### src/rtl/qdec_pkg.sv
package qdec_pkg;

    typedef enum logic [2:0] {
        PH_UNSEEN,
        PH_00,
        PH_10,
        PH_11,
        PH_01
    } phase_e;

    typedef enum logic [1:0] {
        MODE_X1  = 2'b00,
        MODE_X2  = 2'b01,
        MODE_X4  = 2'b10,
        MODE_X4B = 2'b11
    } mode_e;

    typedef enum logic [1:0] {
        MV_HOLD,
        MV_FWD,
        MV_BACK,
        MV_BAD
    } move_e;

    typedef struct packed {
        move_e move;
        logic  a_edge;
        logic  a_level;
    } step_info_t;

    function automatic phase_e phase_of(input logic a, input logic b);
        phase_e p;
        unique case ({a, b})
            2'b00:   p = PH_00;
            2'b10:   p = PH_10;
            2'b11:   p = PH_11;
            default: p = PH_01;
        endcase
        return p;
    endfunction

    function automatic logic a_of(input phase_e p);
        return (p == PH_10) || (p == PH_11);
    endfunction

endpackage

### src/rtl/qdec_phase_tracker.sv
module qdec_phase_tracker
    import qdec_pkg::*;
(
    input  logic       clk,
    input  logic       rst_n,
    input  logic       sample_en,
    input  logic       ch_a,
    input  logic       ch_b,
    output step_info_t info
);

    phase_e cur_q;
    phase_e nxt;
    phase_e seen;

    assign seen = phase_of(ch_a, ch_b);

    // state register
    always_ff @(posedge clk or negedge rst_n) begin
        if (!rst_n) begin
            cur_q <= PH_UNSEEN;
        end else begin
            cur_q <= nxt;
        end
    end

    // next state and move classification
    always_comb begin
        nxt          = cur_q;
        info.move    = MV_HOLD;
        info.a_edge  = 1'b0;
        info.a_level = ch_a;
        if (sample_en) begin
            nxt = seen;
            unique case (cur_q)
                PH_UNSEEN: begin
                    info.move = MV_HOLD;
                end
                PH_00: begin
                    case (seen)
                        PH_10:   info.move = MV_FWD;
                        PH_01:   info.move = MV_BACK;
                        PH_11:   info.move = MV_BAD;
                        default: info.move = MV_HOLD;
                    endcase
                end
                PH_10: begin
                    case (seen)
                        PH_11:   info.move = MV_FWD;
                        PH_00:   info.move = MV_BACK;
                        PH_01:   info.move = MV_BAD;
                        default: info.move = MV_HOLD;
                    endcase
                end
                PH_11: begin
                    case (seen)
                        PH_01:   info.move = MV_FWD;
                        PH_10:   info.move = MV_BACK;
                        PH_00:   info.move = MV_BAD;
                        default: info.move = MV_HOLD;
                    endcase
                end
                PH_01: begin
                    case (seen)
                        PH_00:   info.move = MV_FWD;
                        PH_11:   info.move = MV_BACK;
                        PH_10:   info.move = MV_BAD;
                        default: info.move = MV_HOLD;
                    endcase
                end
                default: begin
                    info.move = MV_HOLD;
                end
            endcase
            if (cur_q != PH_UNSEEN) begin
                info.a_edge = (a_of(cur_q) != ch_a);
            end
        end
    end

endmodule

### src/rtl/qdec_mode_gate.sv
module qdec_mode_gate
    import qdec_pkg::*;
(
    input  mode_e      mode,
    input  step_info_t info,
    output logic       count_en,
    output logic       count_up,
    output logic       bad
);

    logic legal_step;

    assign legal_step = (info.move == MV_FWD) || (info.move == MV_BACK);
    assign bad        = (info.move == MV_BAD);
    assign count_up   = (info.move == MV_FWD);

    always_comb begin
        unique case (mode)
            MODE_X1:  count_en = legal_step && info.a_edge && info.a_level;
            MODE_X2:  count_en = legal_step && info.a_edge;
            MODE_X4,
            MODE_X4B: count_en = legal_step;
            default:  count_en = 1'b0;
        endcase
    end

endmodule

### src/rtl/qdec_position.sv
module qdec_position #(
    parameter int COUNT_W = 32
) (
    input  logic                      clk,
    input  logic                      rst_n,
    input  logic                      count_en,
    input  logic                      count_up,
    input  logic                      bad,
    input  logic                      clear,
    output logic signed [COUNT_W-1:0] count,
    output logic                      step_pulse,
    output logic                      step_up,
    output logic                      err_pulse
);

    localparam logic [COUNT_W-1:0] STEP_ONE = COUNT_W'(1);

    logic [COUNT_W-1:0] cnt_q;
    logic [COUNT_W-1:0] cnt_d;

    always_comb begin
        cnt_d = cnt_q;
        if (clear) begin
            cnt_d = '0;
        end else if (count_en) begin
            cnt_d = count_up ? (cnt_q + STEP_ONE) : (cnt_q - STEP_ONE);
        end
    end

    always_ff @(posedge clk or negedge rst_n) begin
        if (!rst_n) begin
            cnt_q      <= '0;
            step_pulse <= 1'b0;
            step_up    <= 1'b0;
            err_pulse  <= 1'b0;
        end else begin
            cnt_q      <= cnt_d;
            step_pulse <= count_en;
            err_pulse  <= bad;
            if (count_en) begin
                step_up <= count_up;
            end
        end
    end

    assign count = $signed(cnt_q);

endmodule

### src/rtl/quad_decoder.sv
module quad_decoder
    import qdec_pkg::*;
#(
    parameter int COUNT_W = 32
) (
    input  logic                      clk,
    input  logic                      rst_n,
    input  logic                      sample_en,
    input  logic                      ch_a,
    input  logic                      ch_b,
    input  logic [1:0]                mode,
    input  logic                      clear,
    output logic signed [COUNT_W-1:0] count,
    output logic                      step_pulse,
    output logic                      step_up,
    output logic                      err_pulse
);

    step_info_t info;
    logic       count_en;
    logic       count_up;
    logic       bad;

    qdec_phase_tracker u_track (
        .clk       (clk),
        .rst_n     (rst_n),
        .sample_en (sample_en),
        .ch_a      (ch_a),
        .ch_b      (ch_b),
        .info      (info)
    );

    qdec_mode_gate u_gate (
        .mode     (mode_e'(mode)),
        .info     (info),
        .count_en (count_en),
        .count_up (count_up),
        .bad      (bad)
    );

    qdec_position #(.COUNT_W(COUNT_W)) u_pos (
        .clk        (clk),
        .rst_n      (rst_n),
        .count_en   (count_en),
        .count_up   (count_up),
        .bad        (bad),
        .clear      (clear),
        .count      (count),
        .step_pulse (step_pulse),
        .step_up    (step_up),
        .err_pulse  (err_pulse)
    );

endmodule

### config.mk
export PLATFORM = sky130hd
export DESIGN_NAME = quad_decoder
export DESIGN_NICKNAME = d
export VERILOG_FILES = /design/src/rtl/qdec_pkg.sv /design/src/rtl/qdec_phase_tracker.sv /design/src/rtl/qdec_mode_gate.sv /design/src/rtl/qdec_position.sv /design/src/rtl/quad_decoder.sv
export SDC_FILE = /design/constraint.sdc
export NUM_CORES = 1
export LEC_CHECK = 0
export ABC_AREA = 1
export CORE_MARGIN = 2
export CORE_UTILIZATION = 55
export CTS_CLUSTER_DIAMETER = 200
export CTS_CLUSTER_SIZE = 28
export DETAILED_ROUTE_END_ITERATION = 8
export DONT_BUFFER_PORTS = 1
export MAX_ROUTING_LAYER = met4
export PLACE_DENSITY = 0.73
export SYNTH_ARGS = -nofsm -noshare
export SYNTH_HDL_FRONTEND = slang
export SYNTH_SLANG_ARGS = --single-unit
### constraint.sdc
create_clock -name clk -period 6.5 [get_ports clk]
set_clock_uncertainty 0.1 [all_clocks]
set_input_delay 1.3 -clock clk [delete_from_list [all_inputs] [get_ports clk]]
set_output_delay 1.3 -clock clk [all_outputs]
set_load 0.01 [all_outputs]
---- Word level (Yosys, flattened, before mapping) ----
Cells that the tools add are included.
storage, ports and cells
  input port bits ......................... 8
  register bits after elaboration ......... 38
cells by class
  reduce and logical (&&, ||, !) cells .... 9
  multiplexer cells ....................... 12
  add/subtract/negate cells ............... 2
  equal/unequal tests ..................... 17
operators with widths
  cell                     count
  $mux W32                 3
  $add A32 B1 Y32 const B  1
  $sub A32 B1 Y32 const B  1
  $pmux W2 S3              4
  $eq A2 B2 Y1 const B     6
  $eq A3 B2 Y1 const B     4
  $pmux W3 S3              1
  $pmux W2 S4              1
  $eq A3 B1 Y1 const B     2
  $eq A3 B3 Y1 const B     2
  $eq A2 B1 Y1 const B     2
  $logic_not A2 Y1         2
  $mux W3                  1
  $pmux W1 S3              1
  $reduce_bool A3 Y1       1
  $logic_and A1 B1 Y1      2
  $logic_or A1 B1 Y1       2
  $reduce_bool A2 Y1       1
  $reduce_or A2 Y1         1
  $mux W1                  1
  $ne A1 B1 Y1             1

---- Logic depth before layout (Yosys ltp) ----
Gate-level depths: netlist (run 1).
  depth after elaboration ................. 13
  mapped depth ............................ 21

---- Modules after synthesis ----
Synthesis (run 1) repeated with hierarchy kept, for this count alone.
unflattened totals
  cells, all modules ...................... 691
  area, all modules ....................... 3991.3 µm²
by module, submodules not included
  module              sequential area each (µm²)  area each (µm²)  instances  cells each
  qdec_position       875.8                       3595.9           1          624
  qdec_phase_tracker  75.1                        352.8            1          61
  qdec_mode_gate      0.0                         42.5             1          6

---- Least setup slack after synthesis (run 1) ----
Ideal clock, no wire load.
  path kind ............................... input port to flip-flop
  from .................................... in ch_b
  to ...................................... reg u_pos.cnt_q[31], in the netlist u_pos.count[31]
  data arrival time ....................... 4.186 ns
  path slack .............................. 2.097 ns
  cell stages on the path ................. 20
  buffers on the path ..................... 0
  path through ............................ inv_1 > ha_1 > nor2_1 > o32ai_1 > nor3_1 > nor2_1 > inv_1 > ha_1 > inv_1 > ha_1 > nand2_1 > nand3_1 > nand2_1 > nand2_1 > nand2_1 > nand2_1 > nand2_1 > nand3_1 > nand3_1 > nand2_1
on the way
  cells in the longest elaborated chain, start to end .. 12
  elaborated cells between the ends (all ways) .. 24
  those cells by class .................... 8 x eq/ne; 11 x mux; 5 x reduce/logical
ends and longest elaborated chain
  what                                                     RTL line                                                                      source
  start, declared                                          quad_decoder.sv:10                                                            input logic ch_b,
  $eq A2 B2 Y1 / $logic_not A2 Y1 (equally long branches)  qdec_pkg.sv:33                                                                unique case ({a, b})
  $pmux W3 S3 *                                            qdec_pkg.sv:33
  $eq A3 B2 Y1 (tied with other cells)                     qdec_phase_tracker.sv:40, qdec_phase_tracker.sv:56, qdec_phase_tracker.sv:64
  $pmux W2 S3 (on tied branches)                           --
  $pmux W2 S4 *                                            qdec_phase_tracker.sv:35                                                      unique case (cur_q)
  $mux W3 *                                                qdec_phase_tracker.sv:33                                                      if (sample_en) begin
  $eq A2 B1 Y1 *                                           qdec_mode_gate.sv:15                                                          assign count_up = (info.move == MV_FWD);
  net count_up                                             quad_decoder.sv:21                                                            logic count_up;
  $logic_or A1 B1 Y1                                       qdec_mode_gate.sv:13                                                          assign legal_step = (info.move == MV_FWD) || (info.move == MV_BACK);
  $logic_and A1 B1 Y1                                      qdec_mode_gate.sv:19, qdec_mode_gate.sv:20
  $logic_and A1 B1 Y1                                      qdec_mode_gate.sv:19                                                          MODE_X1: count_en = legal_step && info.a_edge && info.a_level;
  $pmux W1 S3                                              qdec_mode_gate.sv:18                                                          unique case (mode)
  $reduce_bool A2 Y1 (no source line)                      --
  end signal, assigned                                     qdec_position.sv:37                                                           cnt_q <= cnt_d;
  end, declared                                            qdec_position.sv:18                                                           logic [COUNT_W-1:0] cnt_q;
Mark *: on every way through the listed nets, which the timed path passes. The rest lies on a longest branch. The select of a mux whose other input is x is not followed.
A chain may end at the register's enable or synchronous reset.

---- Worst setup path in the final report (run 1) ----
  from .................................... in ch_b
  to ...................................... reg u_pos.cnt_q[26], in the netlist u_pos.count[26]
The elaborated chain is that of the path after synthesis.

==> results.sh, run 1 <==
export IMPL_slowest_delay_ns=0.56
export IMPL_hold_buffers=0
export IMPL_antenna_found_initial=0
export IMPL_power_density_nw_per_um2=392
export IMPL_drt_wl_total_um=10200
export IMPL_ys_seq_elements=38
export IMPL_slew_headroom_pct=46.1
export IMPL_track_usage_pct=26.8
export IMPL_max_cap_viol_count=0
export IMPL_final_cells=781
export IMPL_fin_nets=735
export IMPL_crit_buf_inv=4
export IMPL_crit_arrival_ns=4.84
export IMPL_vias_per_cell=5.08
export IMPL_synthesis_nets=732
export IMPL_clkTransAtPathRegs_ns=0.10
export IMPL_syn_cell_area_um2=4080
export IMPL_finalSetupViolCount=0
export IMPL_cts_buffers=5
export IMPL_critPathMaxFanout=21
export IMPL_gp_congestion=0.951
export IMPL_cts_resized=0
export IMPL_diodes=0
export IMPL_detail_route_antenna_nets=0
export IMPL_row_count=31
export IMPL_crit_required_ns=6.61
export IMPL_drc=0
export IMPL_die_area_um2=8120
export IMPL_syn_inst=678
export IMPL_crit_chain="inv_1 -> ha_1 -> nor2_1 -> o32ai_1 -> nor3_1 -> nor2_1 -> inv_1 -> ha_1 -> inv_1 -> buf_4 -> ha_1 -> nand2_1 -> nor2_1 -> nand2_1 -> nand3_1 -> nand2_1 -> nand2_1 -> nand2_1 -> nand3_1 -> nand3_1 -> nand2_1"
export IMPL_power_mw=1.69
export IMPL_max_freq_ghz=0.211
export IMPL_dp_cells=773
export IMPL_ys_warn_count=0
export IMPL_rsz0062_at_grt="no"
export IMPL_clk_latency_ns=0.31
export IMPL_cp_slowest_cell="inv_1"
export IMPL_clock_sinks=38
export IMPL_finalCritPeriodShare_pct=72.8
export IMPL_dp_hpwl_um=7930
export IMPL_grt_max_degree=39
export IMPL_vdd_drop_max_mv=0.150
export IMPL_coreArea_um2=7210
export IMPL_crit_family="simple AND/OR/NAND/NOR gates"
export IMPL_port_buffers=0
export IMPL_cts_root_buf="clkbuf_8"
export IMPL_hold_path_class="reg -> reg"
export IMPL_grt_overflow=0
export IMPL_synth_cell_types=30
export IMPL_seq_area_frac_synth_pct=23.3
export IMPL_synth_area_per_cell_um2=6.01
export IMPL_die_h_um=90.1
export IMPL_postCtsSetupBuffers=0
export IMPL_area_delta_synth_final_pct=5.77
export IMPL_drt_initial_drc_count=290
export IMPL_path_common_cell="nand2_1"
export IMPL_dp_slack_ns=1.47
export IMPL_slew_viol_final=0
export IMPL_worstMarginPinSlew_ns=0.807
export IMPL_grt_pass1_vias=3884
export IMPL_min_period_ns=4.73
export IMPL_grt_pass1_wl_um=17500
export IMPL_outcome="completed"
export IMPL_wl_per_cell_um=13.0
export IMPL_cts_htree_levels=2
export IMPL_clockBufferDepth=2
export IMPL_post_dp_cell_area_um2=4180
export IMPL_num_vias=3969
export IMPL_cp_start_kind="input pin"
export IMPL_cp_end_kind="flip-flop"
export IMPL_start_util_pct=56.5
export IMPL_power_leakage_nw=2.66
export IMPL_hold_viol_final=0
export IMPL_drt_pass1_iter_count=4
export IMPL_tns_ns=0
export IMPL_die_x_um=90.1
export IMPL_stdcell_area_um2=4310
export IMPL_fin_ws_ns=1.77
export IMPL_io_pin_count=43
export IMPL_critPathKind="in -> reg"
export IMPL_cts_tree="done"
export IMPL_final_layout_size_suffix_gt1_share_pct=3.96
-- worst paths after layout --
path,startpoint,end,slack (ns),cells past startpoint
max,ch_b,u_pos.count[26],1.77,21
min,u_pos.step_up,u_pos.step_up,0.47,2
max reg2reg,u_track.cur_q[0],u_pos.count[26],2.54,20
min reg2reg,u_pos.step_up,u_pos.step_up,0.47,2
max in group asynchronous,rst_n,u_pos.count[19],5.64,0
min in group asynchronous,rst_n,u_pos.count[18],0.57,0
-- worst min-delay path: stages, from the launching register on --
cell and delay [ns]:
dfrtp_1 0.41, nand2_1 0.06, o21ai_0 0.06
-- layout make-up --
cell class / instances / area [um2]
Fill cell: 722 / 2900
Inverter: 127 / 479
Tap cell: 99 / 124
Sequential cell: 38 / 951
Clock inverter: 3 / 68.8
Timing Repair Buffer: 1 / 7.51
Clock buffer: 5 / 68.8
Multi-Input combinational cell: 508 / 2610
-- layout by cell type (no fill, tap or decap), types with 2 or more instances in the layout --
cell type / Yosys / layout
nand2_1: 290 / 290
inv_1: 124 / 124
nor2_1: 47 / 47
ha_1: 45 / 45
nand3_1: 38 / 38
dfrtp_1: 38 / 38
a21oi_1: 22 / 22
xnor2_1: 14 / 14
nor3_1: 13 / 13
o21ai_0: 11 / 11
o21ai_2: 10 / 10
clkbuf_8: 0 / 5
inv_2: 2 / 2
o21ai_1: 2 / 2
nand4_1: 2 / 2
nand3b_1: 2 / 2
and2_1: 2 / 2
bufinv_16: 0 / 2
-- synth_stat cells --
cell type / n / area share (%)
a21o_1: 1 / 0.18
a21oi_1: 22 / 2.7
and2_1: 2 / 0.31
buf_2: 3 / 0.37
buf_4: 1 / 0.18
buf_6: 1 / 0.28
dfrtp_1: 38 / 23
fa_1: 1 / 0.49
ha_1: 45 / 14
inv_1: 124 / 11
inv_2: 2 / 0.18
inv_4: 1 / 0.15
nand2_1: 290 / 27
nand2_2: 1 / 0.15
nand2_4: 1 / 0.28
nand3_1: 38 / 4.7
nand3b_1: 2 / 0.37
nand4_1: 2 / 0.31
nor2_1: 47 / 4.3
nor2_2: 1 / 0.15
nor2_4: 1 / 0.28
nor2_8: 1 / 0.49
nor3_1: 13 / 1.6
o21ai_0: 11 / 1.4
o21ai_1: 2 / 0.25
o21ai_2: 10 / 2.1
o21bai_1: 1 / 0.18
o22ai_1: 1 / 0.15
o32ai_1: 1 / 0.21
xnor2_1: 14 / 3.0
-- layer usage --
metal,GRT usage [%],up-vias,part of all wire [%]
met3,3.86,14,5.7
met5,-,-,0
met2,45.7,85,47
li1,-,2081,-
met1,33.7,1789,45
met4,6.41,0,2.0
-- metrics by stage --
stage / util (%) / hold WS [ns]
6_report: 59.8 / 0.467
5_1_grt: 59.8 / 0.508
4_1_cts: 59.8 / 0.474
3_5_place_dp: 57.9 / 0.453
3_3_place_gp: 57.9 / 0.426
2_1_floorplan: - / 0.397
-- sequential cells by signal (all words and copies together), names as in the netlist --
register and count:
u_track.cur_q 3, u_pos.step_pulse 1, u_pos.step_up 1, u_pos.err_pulse 1, u_pos.count 32
-- kinds of logic after synthesis --
group           synth area share, %
fa+ha+maj                      14.3
simple gates                   39.6
compound gates                 7.18
flops                          23.3
buf+inv                        12.6
xor+xnor                       3.01
-- power by group --
part | total [mW] | internal (mW) | switching, mW
logic | 1.11 | 0.368 | 0.742
registers | 0.327 | 0.271 | 0.0558
clock network | 0.254 | 0.154 | 0.0999
(Power assumes the default switching activity.)
==> inputs of run 2 (changes only) <==
==> constraint.sdc (replaced) <==
create_clock -name clk -period 4.8 [get_ports clk]
set_clock_uncertainty 0.1 [all_clocks]
set_input_delay 0.96 -clock clk [delete_from_list [all_inputs] [get_ports clk]]
set_output_delay 0.96 -clock clk [all_outputs]
set_load 0.01 [all_outputs]
==> run 2 against run 1 <==
Compared with the run above: count of clock-buffer cells in the layout unchanged; final area down 1.1%; clock power fell by 7%; critical endpoint is now u_pos.count[24]; register-to-register slack got worse by 1.3 ns; worst hold slack worse by 0.22 ns; highest routed layer unchanged; critical path type unchanged; sequential share of layout area is 0.25 points higher; non-clock buffer count did not move.
==> results.sh, run 2 (synthesis gave the netlist of run 1 again) <==
export IMPL_outcome="completed"
export IMPL_start_util_pct=56.5
export IMPL_worstMarginPinSlew_ns=0.778
export IMPL_min_period_ns=3.98
export IMPL_cts_resized=0
export IMPL_final_layout_size_suffix_gt1_share_pct=3.96
export IMPL_slowest_delay_ns=0.40
export IMPL_max_cap_viol_count=0
export IMPL_power_leakage_nw=2.63
export IMPL_critPathMaxFanout=38
export IMPL_drt_pass1_iter_count=6
export IMPL_clkTransAtPathRegs_ns=0.08
export IMPL_multi_input_area_um2=2610
export IMPL_die_h_um=90.1
export IMPL_cp_start_kind="input pin"
export IMPL_antenna_found_initial=0
export IMPL_slew_headroom_pct=48.0
export IMPL_max_freq_ghz=0.251
export IMPL_clockBufferDepth=2
export IMPL_layout_commonest_cell="nand2_1"
export IMPL_drt_initial_drc_count=190
export IMPL_cts_htree_levels=2
export IMPL_cts_buffers=5
export IMPL_vias_per_cell=5.13
export IMPL_grt_pass1_vias=3773
export IMPL_cts_tree="done"
export IMPL_gp_congestion=0.937
export IMPL_stdcell_area_um2=4270
export IMPL_vdd_drop_max_mv=0.217
export IMPL_coreArea_um2=7210
export IMPL_largest_reg_flops=32
export IMPL_crit_arrival_ns=4.07
export IMPL_regToRegSetupSlack_ns=1.26
export IMPL_tns_ns=0
export IMPL_regArea_um2=951
export IMPL_diodes=0
export IMPL_die_area_um2=8120
export IMPL_detail_route_antenna_nets=0
export IMPL_finalSetupViolCount=0
export IMPL_grt_pass1_wl_um=17100
export IMPL_rsz0062_at_grt="no"
export IMPL_track_usage_pct=26.1
export IMPL_hold_viol_final=0
export IMPL_crit_family="simple AND/OR/NAND/NOR gates"
export IMPL_final_util_pct=59.1
export IMPL_io_pin_count=43
export IMPL_cp_end_kind="flip-flop"
export IMPL_wl_per_cell_um=12.7
export IMPL_fin_nets=735
export IMPL_clock_sinks=38
export IMPL_critPathKind="in -> reg"
export IMPL_num_vias=4005
export IMPL_crit_buf_inv=4
export IMPL_power_density_nw_per_um2=511
export IMPL_drc=0
export IMPL_crit_chain="inv_1 -> ha_1 -> nor2_1 -> nor3_1 -> nor3_1 -> nor2_1 -> inv_1 -> ha_1 -> inv_1 -> buf_4 -> ha_1 -> nand3_1 -> nand3_1 -> nand2_1 -> nand2_1 -> nand2_1 -> nand2_1 -> nand2_1 -> nand3_1 -> nand3_1 -> nand2_1"
export IMPL_clk_latency_ns=0.30
export IMPL_drt_wl_total_um=9930
export IMPL_die_x_um=90.1
export IMPL_row_count=31
export IMPL_cts_root_buf="clkbuf_8"
export IMPL_hold_path_class="in -> async"
export IMPL_finalCritPeriodShare_pct=82.9
export IMPL_final_cell_mix="nand2_1, inv_1, nor2_1, ha_1"
export IMPL_crit_required_ns=4.90
export IMPL_n_fill_cell=723
export IMPL_path_common_cell="nand2_1"
export IMPL_power_mw=2.18
export IMPL_dp_hpwl_um=7810
export IMPL_cp_slowest_cell="buf_4"
export IMPL_slew_viol_final=0
export IMPL_grt_max_degree=39
export IMPL_grt_overflow=0
export IMPL_postCtsSetupBuffers=0
export IMPL_hold_buffers=0
export IMPL_post_dp_cell_area_um2=4180
export IMPL_area_delta_synth_final_pct=4.60
export IMPL_port_buffers=0
[run 2: cell count changes in the layout (fill, tap and decap cells not counted), sizes merged]
cell / delta
bufinv: -2
clkinv: +1
clkinvlp: +1
[run 2: path summary, 6_finish.rpt]
check	start	end	cells after the start
max	ch_a	u_pos.count[24]	21
min	rst_n	u_pos.count[16]	0
max reg2reg	u_track.cur_q[0]	u_pos.count[24]	20
min reg2reg	u_track.cur_q[0]	u_track.cur_q[0]	2
max in group asynchronous	rst_n	u_pos.count[30]	0
min in group clk	u_track.cur_q[0]	u_track.cur_q[0]	2
[run 2: stage by stage]
stage / hold WS [ns] / instances / setup slack (ns)
floorplan: 0.397 / 678 / 0.737
global placement: 0.424 / 773 / 0.722
global route: 0.230 / 781 / 0.569
detailed placement: 0.422 / 773 / 0.620
finish: 0.244 / 781 / 0.823
CTS: 0.240 / 781 / 0.935
[run 2: cell type report]
class	count	area share, %
multi-input cells	508	61.3
repair buffers	1	0.176
inverters	127	11.2
clock buffers	5	1.61
clock inverters	3	0.499
well taps	99	2.90
flip-flops and latches	38	22.3
[run 2: metal layers]
layer,share of wire (%),GRT usage [%],wire length [um],vias to the layer above
met5,0,-,0,-
met4,1.5,5.77,145,0
met3,5.0,4.61,494,12
met2,47,44.7,4660,97
met1,47,32.4,4630,1817
li1,-,-,-,2079
[run 2: worst reg2reg max path, stage by stage (launching register included)]
cell	delay [ns]
dfrtp_1	0.41
nor2_1	0.15
nand2_1	0.09
o32ai_1	0.24
nor3_1	0.07
nor2_1	0.13
inv_1	0.06
ha_1	0.20
inv_1	0.07
buf_4	0.40
ha_1	0.43
nand3_1	0.12
nand3_1	0.20
nand2_1	0.12
nand2_1	0.12
nand2_1	0.10
nand2_1	0.10
nand2_1	0.11
nand3_1	0.07
nand3_1	0.08
nand2_1	0.05
[run 2: report_power, final]
part | leakage (nW) | total (mW) | switching (mW) | internal (mW)
combinational | 2.07 | 1.50 | 1.00 | 0.499
sequential | 0.518 | 0.443 | 0.0756 | 0.367
clock | 0.0441 | 0.236 | 0.133 | 0.102
total | 2.63 | 2.18 | 1.21 | 0.968
==> inputs of run 3 (changes only) <==
==> constraint.sdc (replaced) <==
create_clock -name clk -period 3.9 [get_ports clk]
set_clock_uncertainty 0.1 [all_clocks]
set_input_delay 0.78 -clock clk [delete_from_list [all_inputs] [get_ports clk]]
set_output_delay 0.78 -clock clk [all_outputs]
set_load 0.01 [all_outputs]
==> run 3 against run 2 <==
Compared with the run above: register-to-register slack got worse by 0.67 ns; critical path depth did not move; setup slack got worse by 0.50 ns; final area grew 1.8%; cell count is 0.26% higher; sequential share of layout area decreased by 0.39 points; die area did not move; critical endpoint is now u_pos.count[30]; highest routed layer unchanged.
==> results.sh, run 3 (synthesis gave the netlist of run 1 again) <==
export IMPL_fin_ws_ns=0.327
export IMPL_final_cells=783
export IMPL_min_period_ns=3.57
export IMPL_postCtsSetupBuffers=0
export IMPL_outcome="completed"
export IMPL_cts_root_buf="clkbuf_8"
export IMPL_crit_required_ns=4.00
export IMPL_slew_viol_final=0
export IMPL_start_util_pct=56.5
export IMPL_cp_start_kind="input pin"
export IMPL_vdd_drop_max_mv=0.307
export IMPL_critPathMaxFanout=39
export IMPL_rsz0062_at_grt="no"
export IMPL_vias_per_cell=5.13
export IMPL_hold_path_class="in -> async"
export IMPL_clk_latency_ns=0.31
export IMPL_tns_ns=0
export IMPL_startpoint="ch_b"
export IMPL_max_freq_ghz=0.280
export IMPL_finalSetupViolCount=0
export IMPL_dp_hpwl_um=7570
export IMPL_max_cap_viol_count=0
export IMPL_cts_tree="done"
export IMPL_grt_pass1_vias=3886
export IMPL_dp_slack_ns=0.0507
export IMPL_area_delta_synth_final_pct=6.44
export IMPL_crit_family="simple AND/OR/NAND/NOR gates"
export IMPL_crit_buf_inv=5
export IMPL_critPathKind="in -> reg"
export IMPL_io_pin_count=43
export IMPL_cts_htree_levels=2
export IMPL_clock_sinks=38
export IMPL_dp_cells=775
export IMPL_gp_congestion=0.961
export IMPL_drt_wl_total_um=9820
export IMPL_drt_initial_drc_count=235
export IMPL_crit_chain="inv_1 -> ha_1 -> nor2_1 -> o32ai_1 -> nor3_1 -> nor2_1 -> inv_1 -> ha_1 -> inv_1 -> buf_12 -> ha_1 -> nand2_1 -> inv_1 -> nand2_1 -> nand3_1 -> nand2_1 -> nand2_1 -> nand2_1 -> nand3_1 -> nand3_1 -> nand2_1"
export IMPL_timing_rr_start="u_track.cur_q[0]"
export IMPL_antenna_found_initial=0
export IMPL_fin_nets=737
export IMPL_worstMarginPinSlew_ns=0.372
export IMPL_row_count=31
export IMPL_diodes=0
export IMPL_cp_slowest_cell="ha_1"
export IMPL_track_usage_pct=26.1
export IMPL_port_buffers=0
export IMPL_grt_overflow=0
export IMPL_regToRegSetupSlack_ns=0.59
export IMPL_final_util_pct=60.2
export IMPL_clockBufferDepth=2
export IMPL_die_h_um=90.1
export IMPL_rr_endpoint="u_pos.count[30]"
export IMPL_drc=0
export IMPL_path_common_cell="nand2_1"
export IMPL_die_area_um2=8120
export IMPL_crit_arrival_ns=3.67
export IMPL_power_density_nw_per_um2=647
export IMPL_reg2reg_depth=20
export IMPL_final_layout_size_suffix_gt1_share_pct=4.24
export IMPL_clkTransAtPathRegs_ns=0.09
export IMPL_drt_pass1_iter_count=4
export IMPL_die_x_um=90.1
export IMPL_grt_pass1_wl_um=17100
export IMPL_power_leakage_nw=2.67
export IMPL_detail_route_antenna_nets=0
export IMPL_wl_per_cell_um=12.5
export IMPL_final_cell_mix="nand2_1, inv_1, nor2_1, ha_1"
export IMPL_largest_reg_flops=32
export IMPL_cts_resized=0
export IMPL_cts_buffers=5
export IMPL_coreArea_um2=7210
export IMPL_layout_commonest_cell="nand2_1"
export IMPL_cp_end_kind="flip-flop"
export IMPL_grt_max_degree=40
export IMPL_num_vias=4016
export IMPL_hold_viol_final=0
export IMPL_slew_headroom_pct=75.2
export IMPL_hold_buffers=0
export IMPL_finalCritPeriodShare_pct=91.6
export IMPL_slowest_delay_ns=0.32
-- run 3: changes by cell type in the layout (fill, tap and decap cells not counted) --
cell / previous run / this run
buf_4: 1 / 2
buf_12: 0 / 1
clkinvlp_4: 1 / 0
bufinv_16: 0 / 2
clkinv_2: 1 / 0
-- run 3: worst max path at each step --
stage / endpoint / slack (ns) / depth (start not counted)
finish: u_pos.count[30] / 0.33 / 21
floorplan: u_pos.count[31] / 0.02 / 20
CTS: u_pos.count[30] / 0.38 / 21
global route: u_pos.count[26] / 0.04 / 21
detailed placement: u_pos.count[30] / 0.05 / 21
global placement: u_pos.count[29] / 0.18 / 21
-- run 3: cell type report --
type	instances	area, um2
Clock buffer	5	68.8
Clock inverter	3	68.8
Fill cell	729	2870
Inverter	127	479
Multi-Input combinational cell	508	2610
Sequential cell	38	951
Tap cell	99	124
Timing Repair Buffer	3	35.0
-- run 3: stage by stage --
stage / instance area, um2 / total power, mW / hold WS [ns]
finish: 4340 / 2.81 / 0.0539
CTS: 4340 / 2.80 / 0.0549
detailed placement: 4200 / 2.36 / 0.385
global route: 4340 / 3.11 / 0.0463
floorplan: 4080 / 1.98 / 0.384
global placement: 4200 / 2.33 / 0.386
-- run 3: report_power, final --
group	internal (mW)	switching (mW)	leakage, nW	total, mW
Sequential	0.452	0.0913	0.518	0.543
Combinational	0.620	1.22	2.09	1.84
Clock	0.257	0.166	0.0683	0.422
-- run 3: per-layer routing --
layer	track usage [%]	share of wire (%)	wire [um]	up-vias
li1	-	-	-	2078
met2	43.7	46	4550	106
met3	4.02	5.5	543	17
met4	8.21	2.4	239	0
met1	32.6	46	4490	1815
met5	-	0	0	-
